==> config.mk <==
export PLATFORM = sky130hd
export DESIGN_NAME = dac_update_ctrl
export DESIGN_NICKNAME = d
export VERILOG_FILES = /design/src/rtl/dac_upd_pkg.sv /design/src/rtl/dac_edge_sync.sv /design/src/rtl/dac_code_fmt.sv /design/src/rtl/dac_dgl_timer.sv /design/src/rtl/dac_update_ctrl.sv
export SDC_FILE = /design/constraint.sdc
export NUM_CORES = 1
export LEC_CHECK = 0
export ABC_CLOCK_PERIOD_IN_PS = 2000
export BUFFER_PORTS_ARGS = -buffer_cell sky130_fd_sc_hd__buf_2
export CORE_UTILIZATION = 32
export DETAILED_ROUTE_END_ITERATION = 6
export GPL_ROUTABILITY_DRIVEN = 0
export GPL_TIMING_DRIVEN = 0
export MAX_ROUTING_LAYER = met4
export PLACE_DENSITY = 0.64
export SYNTH_ARGS = -nofsm -noshare
export SYNTH_HDL_FRONTEND = slang
export SYNTH_SLANG_ARGS = --single-unit
==> constraint.sdc <==
create_clock -name clk -period 2 [get_ports clk]
set_clock_uncertainty 0.05 [all_clocks]
set_input_delay 0.1 -clock clk [delete_from_list [all_inputs] [get_ports clk]]
set_output_delay 0.1 -clock clk [all_outputs]
set_load 0.01 [all_outputs]
==> src/rtl/dac_upd_pkg.sv <==
package dac_upd_pkg;

    typedef enum logic [2:0] {
        UPD_DIRECT    = 3'd0,
        UPD_BUFFERED  = 3'd1,
        UPD_STB_ARM   = 3'd2,
        UPD_STB_IMM   = 3'd3,
        UPD_STB_LEVEL = 3'd4
    } upd_mode_e;

    localparam int TRIG_LEN = 2;

endpackage

==> src/rtl/dac_edge_sync.sv <==
module dac_edge_sync (
    input  logic clk,
    input  logic rst_n,
    input  logic async_in,
    output logic level_o,
    output logic rise_o
);
    // [0] first stage, [1] second stage, [2] previous second-stage value
    logic [2:0] sh_q, sh_d;

    always_comb begin
        sh_d = {sh_q[1:0], async_in};
    end

    always_ff @(posedge clk or negedge rst_n) begin
        if (!rst_n) sh_q <= '0;
        else        sh_q <= sh_d;
    end

    assign level_o = sh_q[1];
    assign rise_o  = sh_q[1] & ~sh_q[2];

    // a detected rise lasts one cycle only
    p_rise_single_r3: assert property (@(posedge clk) disable iff (!rst_n)
        rise_o |=> !rise_o);

endmodule

==> src/rtl/dac_code_fmt.sv <==
module dac_code_fmt #(
    parameter int CODE_W = 12
) (
    input  logic [CODE_W-1:0] val_i,
    input  logic              signed_i,
    input  logic              plus_one_i,
    output logic [CODE_W-1:0] code_o
);
    localparam logic [CODE_W-1:0] OFFSET = {1'b1, {(CODE_W-1){1'b0}}};
    localparam logic [CODE_W-1:0] TOP    = '1;

    logic [CODE_W-1:0] off_val;

    always_comb begin
        // adding half scale modulo 2^CODE_W
        off_val = signed_i ? (val_i + OFFSET) : val_i;
        if (plus_one_i) code_o = (off_val == TOP) ? TOP : off_val + 1'b1;
        else            code_o = off_val;
    end

    // saturating plus-one never wraps to zero
    always_comb begin
        p_sat_r10: assert (!(plus_one_i && off_val == TOP) || code_o == TOP);
    end

endmodule

==> src/rtl/dac_dgl_timer.sv <==
module dac_dgl_timer #(
    parameter int CNT_W = 8
) (
    input  logic             clk,
    input  logic             rst_n,
    input  logic             start_i,
    input  logic             en_i,
    input  logic             path_buf_i,
    input  logic [CNT_W-1:0] len_i,
    output logic             pin_open_o,
    output logic             buf_open_o
);
    logic [CNT_W-1:0] cnt_q, cnt_d;
    logic             load;

    always_comb begin
        load = start_i & en_i;
        if (load)              cnt_d = len_i;
        else if (cnt_q != '0)  cnt_d = cnt_q - 1'b1;
        else                   cnt_d = cnt_q;
    end

    always_ff @(posedge clk or negedge rst_n) begin
        if (!rst_n) cnt_q <= '0;
        else        cnt_q <= cnt_d;
    end

    assign buf_open_o = (cnt_q != '0) &  path_buf_i;
    assign pin_open_o = (cnt_q != '0) & ~path_buf_i;

    // window shrinks by one each cycle without a reload
    p_dgl_step_r12: assert property (@(posedge clk) disable iff (!rst_n)
        (cnt_q != '0 && !load) |=> cnt_q == $past(cnt_q) - 1'b1);

    // never both switches open
    p_dgl_excl_r12: assert property (@(posedge clk) disable iff (!rst_n)
        !(pin_open_o && buf_open_o));

endmodule

==> src/rtl/dac_update_ctrl.sv <==
module dac_update_ctrl
    import dac_upd_pkg::*;
#(
    parameter int CODE_W = 12,
    parameter int BUS_W  = 16,
    parameter int DGL_W  = 8
) (
    input  logic              clk,
    input  logic              rst_n,
    input  logic [2:0]        cfg_mode,
    input  logic              cfg_signed,
    input  logic              cfg_plus_one,
    input  logic              cfg_irq_en,
    input  logic              cfg_dgl_en,
    input  logic              cfg_dgl_path,
    input  logic [DGL_W-1:0]  cfg_dgl_cycles,
    input  logic              wr_cur_en,
    input  logic              wr_nxt_en,
    input  logic [BUS_W-1:0]  wr_data,
    input  logic              irq_clr,
    input  logic              upd_clk_in,
    input  logic              strobe_in,
    output logic [CODE_W-1:0] dac_code,
    output logic              trig_out,
    output logic              irq_status,
    output logic              irq_out,
    output logic              sw_pin_open,
    output logic              sw_buf_open
);
    localparam int N_SYNC  = 2;
    localparam int TRIG_W  = $clog2(TRIG_LEN + 1);

    typedef struct packed {
        logic [CODE_W-1:0] cur;
        logic [CODE_W-1:0] nxt;
        logic              armed;
        logic [TRIG_W-1:0] trig_cnt;
        logic              irq;
    } ctl_t;

    ctl_t r_q, r_d;

    // index 0: update clock, index 1: strobe
    logic [N_SYNC-1:0] raw_in, sync_lvl, sync_rise;
    assign raw_in = {strobe_in, upd_clk_in};

    genvar gi;
    generate
        for (gi = 0; gi < N_SYNC; gi++) begin : g_sync
            dac_edge_sync u_sync (
                .clk      (clk),
                .rst_n    (rst_n),
                .async_in (raw_in[gi]),
                .level_o  (sync_lvl[gi]),
                .rise_o   (sync_rise[gi])
            );
        end
    endgenerate

    upd_mode_e mode;
    logic      xfer;
    logic      cur_wr;

    always_comb begin
        mode   = upd_mode_e'(cfg_mode);
        cur_wr = wr_cur_en && (mode == UPD_DIRECT);
        unique case (mode)
            UPD_BUFFERED:  xfer = sync_rise[0];
            UPD_STB_ARM:   xfer = r_q.armed & sync_rise[0];
            UPD_STB_IMM:   xfer = sync_rise[1];
            UPD_STB_LEVEL: xfer = sync_rise[0] & sync_lvl[1];
            default:       xfer = 1'b0;
        endcase

        r_d = r_q;
        if (xfer)        r_d.cur = r_q.nxt;
        else if (cur_wr) r_d.cur = wr_data[CODE_W-1:0];

        if (wr_nxt_en)   r_d.nxt = wr_data[CODE_W-1:0];

        if (mode == UPD_STB_ARM)
            r_d.armed = sync_rise[1] | (r_q.armed & ~sync_rise[0]);
        else
            r_d.armed = 1'b0;

        if (xfer)                  r_d.trig_cnt = TRIG_W'(TRIG_LEN);
        else if (r_q.trig_cnt != 0) r_d.trig_cnt = r_q.trig_cnt - 1'b1;

        r_d.irq = xfer | (r_q.irq & ~irq_clr);
    end

    always_ff @(posedge clk or negedge rst_n) begin
        if (!rst_n) r_q <= '0;
        else        r_q <= r_d;
    end

    dac_code_fmt #(.CODE_W(CODE_W)) u_fmt (
        .val_i      (r_q.cur),
        .signed_i   (cfg_signed),
        .plus_one_i (cfg_plus_one),
        .code_o     (dac_code)
    );

    dac_dgl_timer #(.CNT_W(DGL_W)) u_dgl (
        .clk        (clk),
        .rst_n      (rst_n),
        .start_i    (xfer | cur_wr),
        .en_i       (cfg_dgl_en),
        .path_buf_i (cfg_dgl_path),
        .len_i      (cfg_dgl_cycles),
        .pin_open_o (sw_pin_open),
        .buf_open_o (sw_buf_open)
    );

    assign trig_out   = (r_q.trig_cnt != 0);
    assign irq_status = r_q.irq;
    assign irq_out    = r_q.irq & cfg_irq_en;

    // a trigger, once raised, is still high in the next cycle
    p_trig_pair_r4: assert property (@(posedge clk) disable iff (!rst_n)
        $rose(trig_out) |=> trig_out);

    // a new trigger never follows a direct-mode cycle
    p_trig_mode_r1: assert property (@(posedge clk) disable iff (!rst_n)
        $rose(trig_out) |-> $past(cfg_mode) != 3'(UPD_DIRECT));

    // trigger start and status set coincide
    p_irq_with_trig_r5: assert property (@(posedge clk) disable iff (!rst_n)
        $rose(trig_out) |-> irq_status);

    // status is sticky until cleared
    p_irq_sticky_r5: assert property (@(posedge clk) disable iff (!rst_n)
        (irq_status && !irq_clr) |=> irq_status);

    // the live value changes only through a transfer or a direct write
    p_cur_hold_r2: assert property (@(posedge clk) disable iff (!rst_n)
        (!xfer && !cur_wr) |=> $stable(r_q.cur));

endmodule

# Word level (Yosys, flattened, before mapping)
# Index checks and enable logic that the tools add are counted.
# word_totals
reg_bits	42
inputBits	39
out_inout_bits	17
# op_classes
n_addsub	4
eq_ne	5
n_mux	11
bitwise_logic	18
reduce_logical	7
# ops
cell	n
$mux W12	5
$mux W8	2
$add A12 B1 Y12 const B	1
$add A12 B12 Y12 const B	1
$eq A12 B12 Y1 const B	1
$and A1 B1 Y1	10
$reduce_bool A2 Y1	4
$reduce_bool A8 Y1	1
$sub A8 B1 Y8 const B	1
$eq A3 B2 Y1 const B	2
$not A1 Y1	5
$mux W2	2
$pmux W1 S4	1
$eq A3 B1 Y1 const B	1
$eq A3 B3 Y1 const B	1
$logic_not A3 Y1	1
$or A1 B1 Y1	3
$sub A2 B1 Y2 const B	1
$logic_and A1 B1 Y1	1
$mux W1	1

# Longest topological paths before layout
# Gate-level depths: netlist (run 1).
# depth
depth_word	7
ltp_mapped	6
ltp_nobuf	6

# Modules after synthesis
# From an unflattened synthesis (run 1), not the netlist that was laid out.
# hier_totals
cells_unflattened	213
area_unflattened_um2	2437.3
# modules_own_cells
module	instances	cells_per_inst	area_each_um2	seq_area_each_um2
dac_update_ctrl	1	91	1358.8	700.7
dac_dgl_timer	1	61	530.5	200.2
dac_code_fmt	1	53	370.4	0.0
dac_edge_sync	2	4	88.8	75.1

# Least setup slack after synthesis (run 1)
# OpenSTA, ideal clock, no wires.
# synth_timing
path_type	reg-to-reg
startpoint	reg u_dgl.cnt_q[0]
endpoint	reg u_dgl.cnt_q[4]
arrival_time_ps	1541
t_required_ps	1825
slack_ps	284
path_stages_with_launch	7
n_path_buf	0
path_cell_list	dfrtp_1 inv_1 ha_1 nor4b_2 a21oi_1 mux2_2 mux2_2
# synth_via
elab_chain_cells	3
# synth_lines
item	line_no	text
start, declared	dac_dgl_timer.sv:13	logic [CNT_W-1:0] cnt_q, cnt_d;
start signal, assigned	dac_dgl_timer.sv:25	else cnt_q <= cnt_d;
$sub A8 B1 Y8	dac_dgl_timer.sv:19	else if (cnt_q != '0) cnt_d = cnt_q - 1'b1;
$mux W8	dac_dgl_timer.sv:19	
$mux W8	dac_dgl_timer.sv:18	if (load) cnt_d = len_i;
# Parallel ways exist; a longest one is shown, timed or not. The select of a mux whose other input is x is not followed.
# A chain may end at the register's enable or synchronous reset.

# Worst setup path after layout (run 1)
# layout_timing
startpoint	reg r_q[19] in the netlist's numbering
endpoint	out dac_code[6]
# layout_via
elab_chain_cells	5
# layout_lines
item	line_no	text
start, declared	dac_update_ctrl.sv:41	ctl_t r_q, r_d;
start signal, assigned	dac_update_ctrl.sv:94	else r_q <= r_d;
$add A12 B12 Y12	dac_code_fmt.sv:16	off_val = signed_i ? (val_i + OFFSET) : val_i;
$mux W12 *	dac_code_fmt.sv:16	
$add A12 B1 Y12 or $eq A12 B12 Y1 (tied branches)	dac_code_fmt.sv:17	if (plus_one_i) code_o = (off_val == TOP) ? TOP : off_val + 1'b1;
$mux W12	dac_code_fmt.sv:17	
$mux W12 *	dac_code_fmt.sv:17	
end, declared	dac_update_ctrl.sv:23	output logic [CODE_W-1:0] dac_code,
# Every way passes the cells marked *; elsewhere a longest branch is shown, timed or not.

==> impl_results.md, run 1 <==
* Status: complete, no violations
* Die ar. at 7300 sq um
* RSZ-0062 raised after global routing: false
* Int Power at 1.85 mW
* M2 GR Usage at 0.239
* Global-route wire length before repair at 7600 microns
* Synthesized flop and latch total at 42
* Layout area overhead at 32.8%
* Final nets at 323
* Number of synthesized flops with an enable pin at 0
* Final worst path period share at 0.964
* Die Y at 85.4 microns
* Slew of the pin with the lowest slew margin at 946 ps
* Hold Violations, Final at 0
* Wire per inst at 12.6 microns
* Share of cells above drive strength 1 at 0.377
* Register area share after synthesis at 0.472
* Maximum clock frequency at 0.518 GHz
* R2R Path End: u_dgl.cnt_q[7]
* R2r worst-path depth at 4
* Sw Ratio at 0.329
* # diodes at 0
* Comb power frac at 0.353
* GRT Overall Usage at 0.138
* Final setup violation count at 0
* Clock share of power at 0.196
* Total Power at 2.75 mW
* Starting density of the core at 0.330
* Post-detailed-routing wire length at 4550 microns
* CP arrival at 1780 ps
* Avg Inst Size Synth at 11.3 sq um
* DR vias/cell at 4.80
* DR iter-0 viols at 101
* Max stage delay on crit path at 420 ps
* Synth Instances at 197
* Crit path time final at 1930 ps
* Normalized max-slew margin at 0.369
* NetSw at 0.904 mW
* Setup tns final at 0 ps
* Hold crit path type: input pin to flop
* Ys Warns at 0
* TritonCTS Buffers at 5
* R2R setup slack at 210 ps
* WP buf/inv at 3
* Slowest library cell on the worst path: dfrtp_2
* Number of cells on the critical path at 7
* IO buf count at 50
* Reg-to-reg startpoint: u_dgl.cnt_q[2]
* Worst setup path startpoint: r_q[19]
* Top_reg_cell synth: dfrtp_1
* Async set-or-reset flop fraction in the synthesized netlist at 1.00
* Core Rows at 30
* Root buffer cell: clkbuf_8
* Via count at 1733
* Clk_lat worst skew at 290 ps
* Congestion Overflow GR at 0
* Drt first pass iters at 4
* CTS tree: built
* GRT busiest layer: met2
* P_leak at 1.36 nW
* Worst vdd ir at 291 uV
* Max-cap viol count at 0
* CP Capture Type: primary output
* Mapped Nets at 240
* Crit path max-delay family: buffers and inverters
* CP required at 1850 ps
* Die Wd at 85.4 microns
* Critical Path End: dac_code[6]
* Clk sinks at 42
* Post-DP HPWL at 3220 microns
* Crit-path most repeated cell: buf_2
* Initial antenna violation count at 0
* Largest net degree at the start of global routing at 43
* Filler cells at 663
* Part of the power in registers at 0.451
* Max FO, Critical Path at 10
* WS Path Type: flop to primary output
* Unique masters post-synth at 40
* IO Count at 56
* Pins Over Slew Limit at 0
* Clk slew on worst S/H paths at 80 ps
* Met3 Use GR at 0.0302
* Mapped cell area at 2230 sq um
* CP startpoint kind: flop
* Pwr dens at 930 nW/um^2
* Detailed-route DRC error count at 0
* CTS Buffer Depth at 2
* Routed Antenna Nets at 0
* Met1 usage at 0.154
* Core Area at 6760 sq um
* Vias in the first global route at 1720
* H-tree levels at 2
* Final hold slack at 6.01 ps
* Cell Chain, Critical Path: nand4_1, buf_4, nor3_4, nand3b_1, buf_2, o21ai_0, buf_2
## cell families after synthesis
family,Yosys count,share of synthesized area
adders and majority gates,4,0.0225
xor gates and xnor gates,12,0.0472
buffers and inverters,16,0.0388
muxes,26,0.130
DFF,42,0.472
and+or+nand+nor,73,0.190
AOI/OAI and AO/OA,24,0.100
## worst min path at each step
stage	cells past startpoint	to	from	slack [ps]
detailed placement	1	g_sync[0].u_sync.sh_q[0]	upd_clk_in	160
finish	2	r_q[11]	wr_data[7]	6
floorplan	0	g_sync[0].u_sync.sh_q[0]	rst_n	-250
CTS	2	r_q[12]	wr_data[8]	0.6
global route	2	r_q[4]	wr_data[0]	5
global placement	1	g_sync[0].u_sync.sh_q[0]	upd_clk_in	160
## layer usage
layer	share of wire	wire length, microns	up-vias
met5	0	0	-
met4	0.026	117	0
met2	0.49	2250	30
met1	0.45	2050	828
li1	-	-	864
met3	0.030	137	11
## metrics by stage
stage	cells	cell area, sq um	utilization	worst slack [ps]
after floorplan	197	2230	-	284
after global placement	327	2580	0.381	-37.8
after detailed placement	327	2580	0.381	-50.4
after CTS	360	2930	0.433	1.44
after global routing	361	2960	0.438	4.97
final	361	2960	0.438	71.1
## synthesized netlist by cell type, drive strengths merged (2+ instances only)
master | n | area share
a21o | 2 | 0.0073
a21oi | 4 | 0.011
a221o | 12 | 0.055
and2 | 15 | 0.042
buf | 4 | 0.019
clkbuf | 3 | 0.0051
dfrtp | 42 | 0.47
ha | 4 | 0.022
inv | 9 | 0.015
mux2 | 23 | 0.12
mux2i | 3 | 0.013
nand2 | 13 | 0.022
nand3 | 4 | 0.0090
nand3b | 6 | 0.020
nand4 | 3 | 0.0084
nor2 | 15 | 0.025
nor3 | 6 | 0.016
nor4b | 3 | 0.021
o21ai | 2 | 0.0045
or2b | 2 | 0.0067
xnor2 | 8 | 0.031
xor2 | 4 | 0.016
## layout by cell type, fill, tap and decap left out, types with 3 or more instances in the layout
master	instances
nor3_1	4
dfrtp_1	40
dlygate4sd3_1	21
nor2_1	15
and2_1	15
buf_4	5
a221o_1	10
mux2_2	23
nand3b_1	6
clkbuf_1	3
nand2_1	13
buf_2	51
clkbuf_8	5
nand3_1	3
a21oi_1	3
ha_1	3
nand4_1	3
mux2i_1	3
xnor2_1	8
inv_1	9
xor2_1	4
## power groups by stage
stage                     combinational (mW)  sequential, mW  clock, mW
final                                  0.970            1.24      0.538
after global routing                    1.10            1.27      0.585
after CTS                              0.979            1.24      0.559
after detailed placement               0.908            1.25          0
after global placement                 0.891            1.24          0
after floorplan                        0.678            1.20          0
## layout make-up
class                      count  area [sq um]  share of cell area
multi-input combinational    139          1130               0.383
sequential                    42          1050               0.356
timing repair buffer          76           498               0.168
tap                           80           100              0.0339
clock buffer                   6          72.6              0.0245
buffer                         7          53.8              0.0182
inverter                       9          33.8              0.0114
clock inverter                 2          13.8             0.00466
## flip-flops by register name, indices dropped and copies added, names as in the netlist
signal	count
g_sync.u_sync.sh_q	6
irq_status	1
r_q	27
u_dgl.cnt_q	8
## timing repair
action,in CTS,in global routing
endpoints found under the setup margin,14,10
setup buffers,4,1
hold buffers,21,0
endpoints found under the hold margin,61,0
pin swaps,2,1
gates resized for setup,6,5
gates cloned,0,0
Note: power is estimated with default switching activity, not from simulation.
==> run 2, diff against run 1 <==
CORE_ASPECT_RATIO = 0.7   (was not set)
RECOVER_POWER = 25   (was not set)
==> impl_results.md, run 2 (synthesized netlist as in run 1, its figures left out) <==
* DR iter-0 viols at 59
* CTS tree: built
* Die Wd at 102 microns
* CP Capture Type: primary output
* IO Count at 56
* Via count at 1736
* Largest reg by FF count: r_q
* Setup WS pre-CTS at -31.5 ps
* Final nets at 327
* CTS Buffer Depth at 2
* Clk sinks at 42
* Maximum clock frequency at 0.523 GHz
* Setup WS post-layout at 88.0 ps
* Die Y at 71.8 microns
* CP required at 1850 ps
* Initial antenna violation count at 0
* Root buffer cell: clkbuf_8
* Vias in the first global route at 1671
* Pins Over Slew Limit at 0
* GRT Overall Usage at 0.146
* IO buf count at 50
* Global-route wire length before repair at 7830 microns
* Top flop regs: r_q x27, u_dgl.cnt_q x8, g_sync.u_sync.sh_q x6
* WS Path Type: flop to primary output
* Normalized max-slew margin at 0.304
* H-tree levels at 2
* Post-detailed-routing wire length at 4830 microns
* DR vias/cell at 4.58
* Setup tns final at 0 ps
* Worst vdd ir at 293 uV
* Clk slew on worst S/H paths at 80 ps
* # diodes at 0
* CP arrival at 1760 ps
* Core Area at 6730 sq um
* Post-DP HPWL at 3370 microns
* Pwr dens at 927 nW/um^2
* Final core occ at 0.450
* CP startpoint kind: flop
* Largest net degree at the start of global routing at 43
* Most frequent cells in the layout: 46 x buf_2, 38 x dfrtp_1, 24 x dlygate4sd3_1
* Clk_lat worst skew at 290 ps
* Die ar. at 7300 sq um
* RSZ-0062 raised after global routing: true
* Share of cells above drive strength 1 at 0.372
* Hold Violations, Final at 0
* Max reg flops at 27
* Slew of the pin with the lowest slew margin at 1040 ps
* Status: complete, no violations
* TritonCTS Buffers at 5
* Congestion Overflow GR at 0
* Layout area overhead at 35.8%
* Max FO, Critical Path at 10
* Commonest non-fill, non-tap cell in the layout: buf_2
* Routed Antenna Nets at 0
* Drt first pass iters at 6
* Detailed-route DRC error count at 0
* P_leak at 1.36 nW
* Final worst path period share at 0.956
* Hold crit path type: input pin to flop
* Max-cap viol count at 0
* Crit path time final at 1910 ps
* Core Rows at 25
* Wire per inst at 12.7 microns
* Starting density of the core at 0.331
* Final setup violation count at 0
==> run 2: cell types whose count changed in the layout (fill, tap and decap cells not counted), moves of 2 or more <==
| cell | previous run | this run |
|---|---|---|
| nor3_2 | 1 | 3 |
| buf_2 | 51 | 46 |
| dlygate4sd3_1 | 21 | 24 |
| dfrtp_1 | 40 | 38 |
| dfrtp_2 | 2 | 4 |
| clkbuf_1 | 3 | 7 |
==> run 2: worst paths after layout <==
check                                         start                  endpoint  slack, ps  depth (start not counted)
max                                         r_q[16]               dac_code[6]         90                          7
min                                      wr_data[2]                    r_q[6]         30                          2
max reg2reg                          u_dgl.cnt_q[0]            u_dgl.cnt_q[4]        150                          7
min reg2reg                g_sync[1].u_sync.sh_q[0]  g_sync[1].u_sync.sh_q[1]        300                          0
max in group asynchronous                     rst_n                   r_q[19]        710                          2
min in group asynchronous                     rst_n                   r_q[27]        480                          2
==> run 2: per-stage QoR <==
step | hold slack [ps] | area (sq um) | power [mW] | cells
finish | 29.2 | 3020 | 2.80 | 379
global route | 21.5 | 3020 | 3.03 | 379
CTS | 15.2 | 2960 | 2.80 | 374
detailed placement | 160 | 2590 | 2.17 | 341
global placement | 159 | 2590 | 2.12 | 341
floorplan | -246 | 2230 | 1.88 | 197
==> run 2: worst max-delay path, cell delays in order (launching register included) <==
cell and delay [ps]:
dfrtp_2 430, ha_4 170, nand3_4 100, nor3_2 220, nand3b_1 150, buf_6 170
o21ai_0 70, buf_2 160
==> run 2: metal layers <==
layer	track usage	up-vias	part of all wire
met5	-	-	0
met4	0.0483	0	0.010
met3	0.0263	4	0.025
met2	0.223	25	0.47
met1	0.195	834	0.49
li1	-	873	-
==> run 2: timing repair <==
item,CTS,global route
hold endpoints to repair,64,0
pin swaps,1,2
resized for setup,5,11
buffers inserted,1,5
hold buffers,24,0
setup endpoints to repair,16,14
==> run 2: cell type report <==
cell class / instances / area, sq um
clock inverters: 1 / 5.00
flip-flops and latches: 42 / 1060
plain buffers: 7 / 60.1
fillers: 668 / 3700
repair buffers: 80 / 532
well taps: 94 / 118
multi-input cells: 139 / 1130
clock buffers: 7 / 86.3
inverters: 9 / 33.8
==> run 2: power by group <==
| group | switching (mW) | leakage, nW | internal, mW |
|---|---|---|---|
| logic | 0.418 | 0.815 | 0.562 |
| registers | 0.213 | 0.500 | 1.05 |
| clock network | 0.280 | 0.0482 | 0.279 |
| total | 0.911 | 1.36 | 1.89 |
==> run 3, diff against run 2 <==
HOLD_SLACK_MARGIN = 0.15   (was not set)
==> impl_results.md, run 3 (synthesized netlist as in run 1, its figures left out) <==
* Worst vdd ir at 292 uV
* CP required at 1850 ps
* Largest reg by FF count: r_q
* Comb power frac at 0.352
* Post-DP HPWL at 3370 microns
* Max reg flops at 27
* M1 WL at 2410 microns
* Final nets at 331
* Detailed-route DRC error count at 0
* Global-route wire length before repair at 7890 microns
* IO Count at 56
* Part of the power in registers at 0.449
* Final worst path period share at 0.960
* NetSw at 0.917 mW
* Slew of the pin with the lowest slew margin at 1050 ps
* Die ar. at 7300 sq um
* Starting density of the core at 0.331
* Most frequent cells in the layout: 46 x buf_2, 38 x dfrtp_1, 28 x dlygate4sd3_1
* WHS Path Cells at 3
* IO buf count at 50
* Commonest non-fill, non-tap cell in the layout: buf_2
* DR vias/cell at 4.57
* Top flop regs: r_q x27, u_dgl.cnt_q x8, g_sync.u_sync.sh_q x6
* # diodes at 0
* Clk_lat worst skew at 290 ps
* Clock share of power at 0.199
* Hold crit path type: input pin to flop
* Core Area at 6730 sq um
* CP startpoint kind: flop
* Sequential Area at 1060 sq um
* Crit path time final at 1920 ps
* Die Wd at 102 microns
* WL met3 at 106 microns
* Max FO, Critical Path at 10
* Die Y at 71.8 microns
* Filler cells at 667
* Post-detailed-routing wire length at 4860 microns
* CP Capture Type: primary output
* Int Power at 1.90 mW
* H-tree levels at 2
* P_leak at 1.38 nW
* Via count at 1752
* Share of cells above drive strength 1 at 0.367
* Footprint of the multi-input gates at 1130 sq um
* CTS Buffer Depth at 2
* Congestion Overflow GR at 0
* R2r worst-path depth at 7
* DR iter-0 viols at 59
* Pins Over Slew Limit at 0
* Sw Ratio at 0.326
* Root buffer cell: clkbuf_8
* DP Cell Count at 341
* Pwr dens at 920 nW/um^2
* Final setup violation count at 0
* Setup tns final at 0 ps
* Hold Violations, Final at 0
* Finished Layout Cells at 383
* Largest net degree at the start of global routing at 43
* Drt first pass iters at 4
* Core Rows at 25
* Vias in the first global route at 1686
* Routed Antenna Nets at 0
* Clk slew on worst S/H paths at 80 ps
* Initial antenna violation count at 0
* CTS tree: built
* Normalized max-slew margin at 0.301
* Wire per inst at 12.7 microns
* WS Path Type: flop to primary output
* Status: complete, no violations
* Layout area overhead at 37.6%
* Top layer reached by signal wires: met4
* CP arrival at 1770 ps
* RSZ-0062 raised after global routing: true
* WL met2 at 2300 microns
* Maximum clock frequency at 0.521 GHz
* Max-cap viol count at 0
* GRT Overall Usage at 0.146
* Clk sinks at 42
* TritonCTS Buffers at 5
## run 3: cell count changes in the layout (fill, tap and decap cells not counted), sizes merged
cell	change
dlygate4sd3	+4
## run 3: power by group through the flow
stage / sequential [mW] / combinational (mW) / clock, mW
detailed placement: 1.25 / 0.920 / 0
global route: 1.30 / 1.12 / 0.617
CTS: 1.25 / 0.976 / 0.586
floorplan: 1.20 / 0.678 / 0
global placement: 1.24 / 0.883 / 0
finish: 1.27 / 0.991 / 0.561
## run 3: path summary, 6_finish.rpt
check | start | endpoint | slack [ps]
hold reg to reg | g_sync[1].u_sync.sh_q[0] | g_sync[1].u_sync.sh_q[1] | 300
setup / recovery | r_q[16] | dac_code[6] | 80
min in group asynchronous | rst_n | r_q[27] | 480
max in group asynchronous | rst_n | r_q[19] | 710
hold / removal | cfg_dgl_en | u_dgl.cnt_q[3] | 200
setup reg to reg | u_dgl.cnt_q[0] | u_dgl.cnt_q[4] | 150
## run 3: what timing repair did
| action | CTS | global route |
|---|---|---|
| gates resized for setup | 5 | 11 |
| buffers inserted | 1 | 5 |
| hold buffers | 28 | 0 |
| hold endpoints to repair | 78 | 0 |
| setup endpoints to repair | 16 | 14 |
| pin swaps | 1 | 2 |
## run 3: routing by layer
metal	up-vias	global-route usage
met2	23	0.224
li1	879	-
met1	846	0.196
met5	-	-
met3	4	0.0263
met4	0	0.0483
## run 3: area by class of cell
type,count,share of cell area
flip-flops and latches,42,0.345
inverters,9,0.0110
repair buffers,84,0.187
clock buffers,7,0.0282
multi-input cells,139,0.370
well taps,94,0.0384
clock inverters,1,0.00163
plain buffers,7,0.0196
## run 3: critical path, stage by stage, from the launching register on
cell	delay (ps)
dfrtp_2	430
ha_4	170
nand3_4	100
nor3_2	220
nand3b_1	150
buf_6	170
o21ai_0	70
buf_2	160
## run 3: per-stage QoR
step / area [sq um] / hold WS (ps) / utilization / worst slack [ps] / power, mW
5_1_grt: 3060 / 206 / 0.456 / -29.1 / 3.04
4_1_cts: 3000 / 189 / 0.446 / 3.39 / 2.81
3_5_place_dp: 2590 / 160 / 0.386 / -31.5 / 2.17
3_3_place_gp: 2590 / 159 / 0.386 / 49.5 / 2.12
6_report: 3060 / 200 / 0.456 / 79.2 / 2.82
2_1_floorplan: 2230 / -246 / - / 284 / 1.88
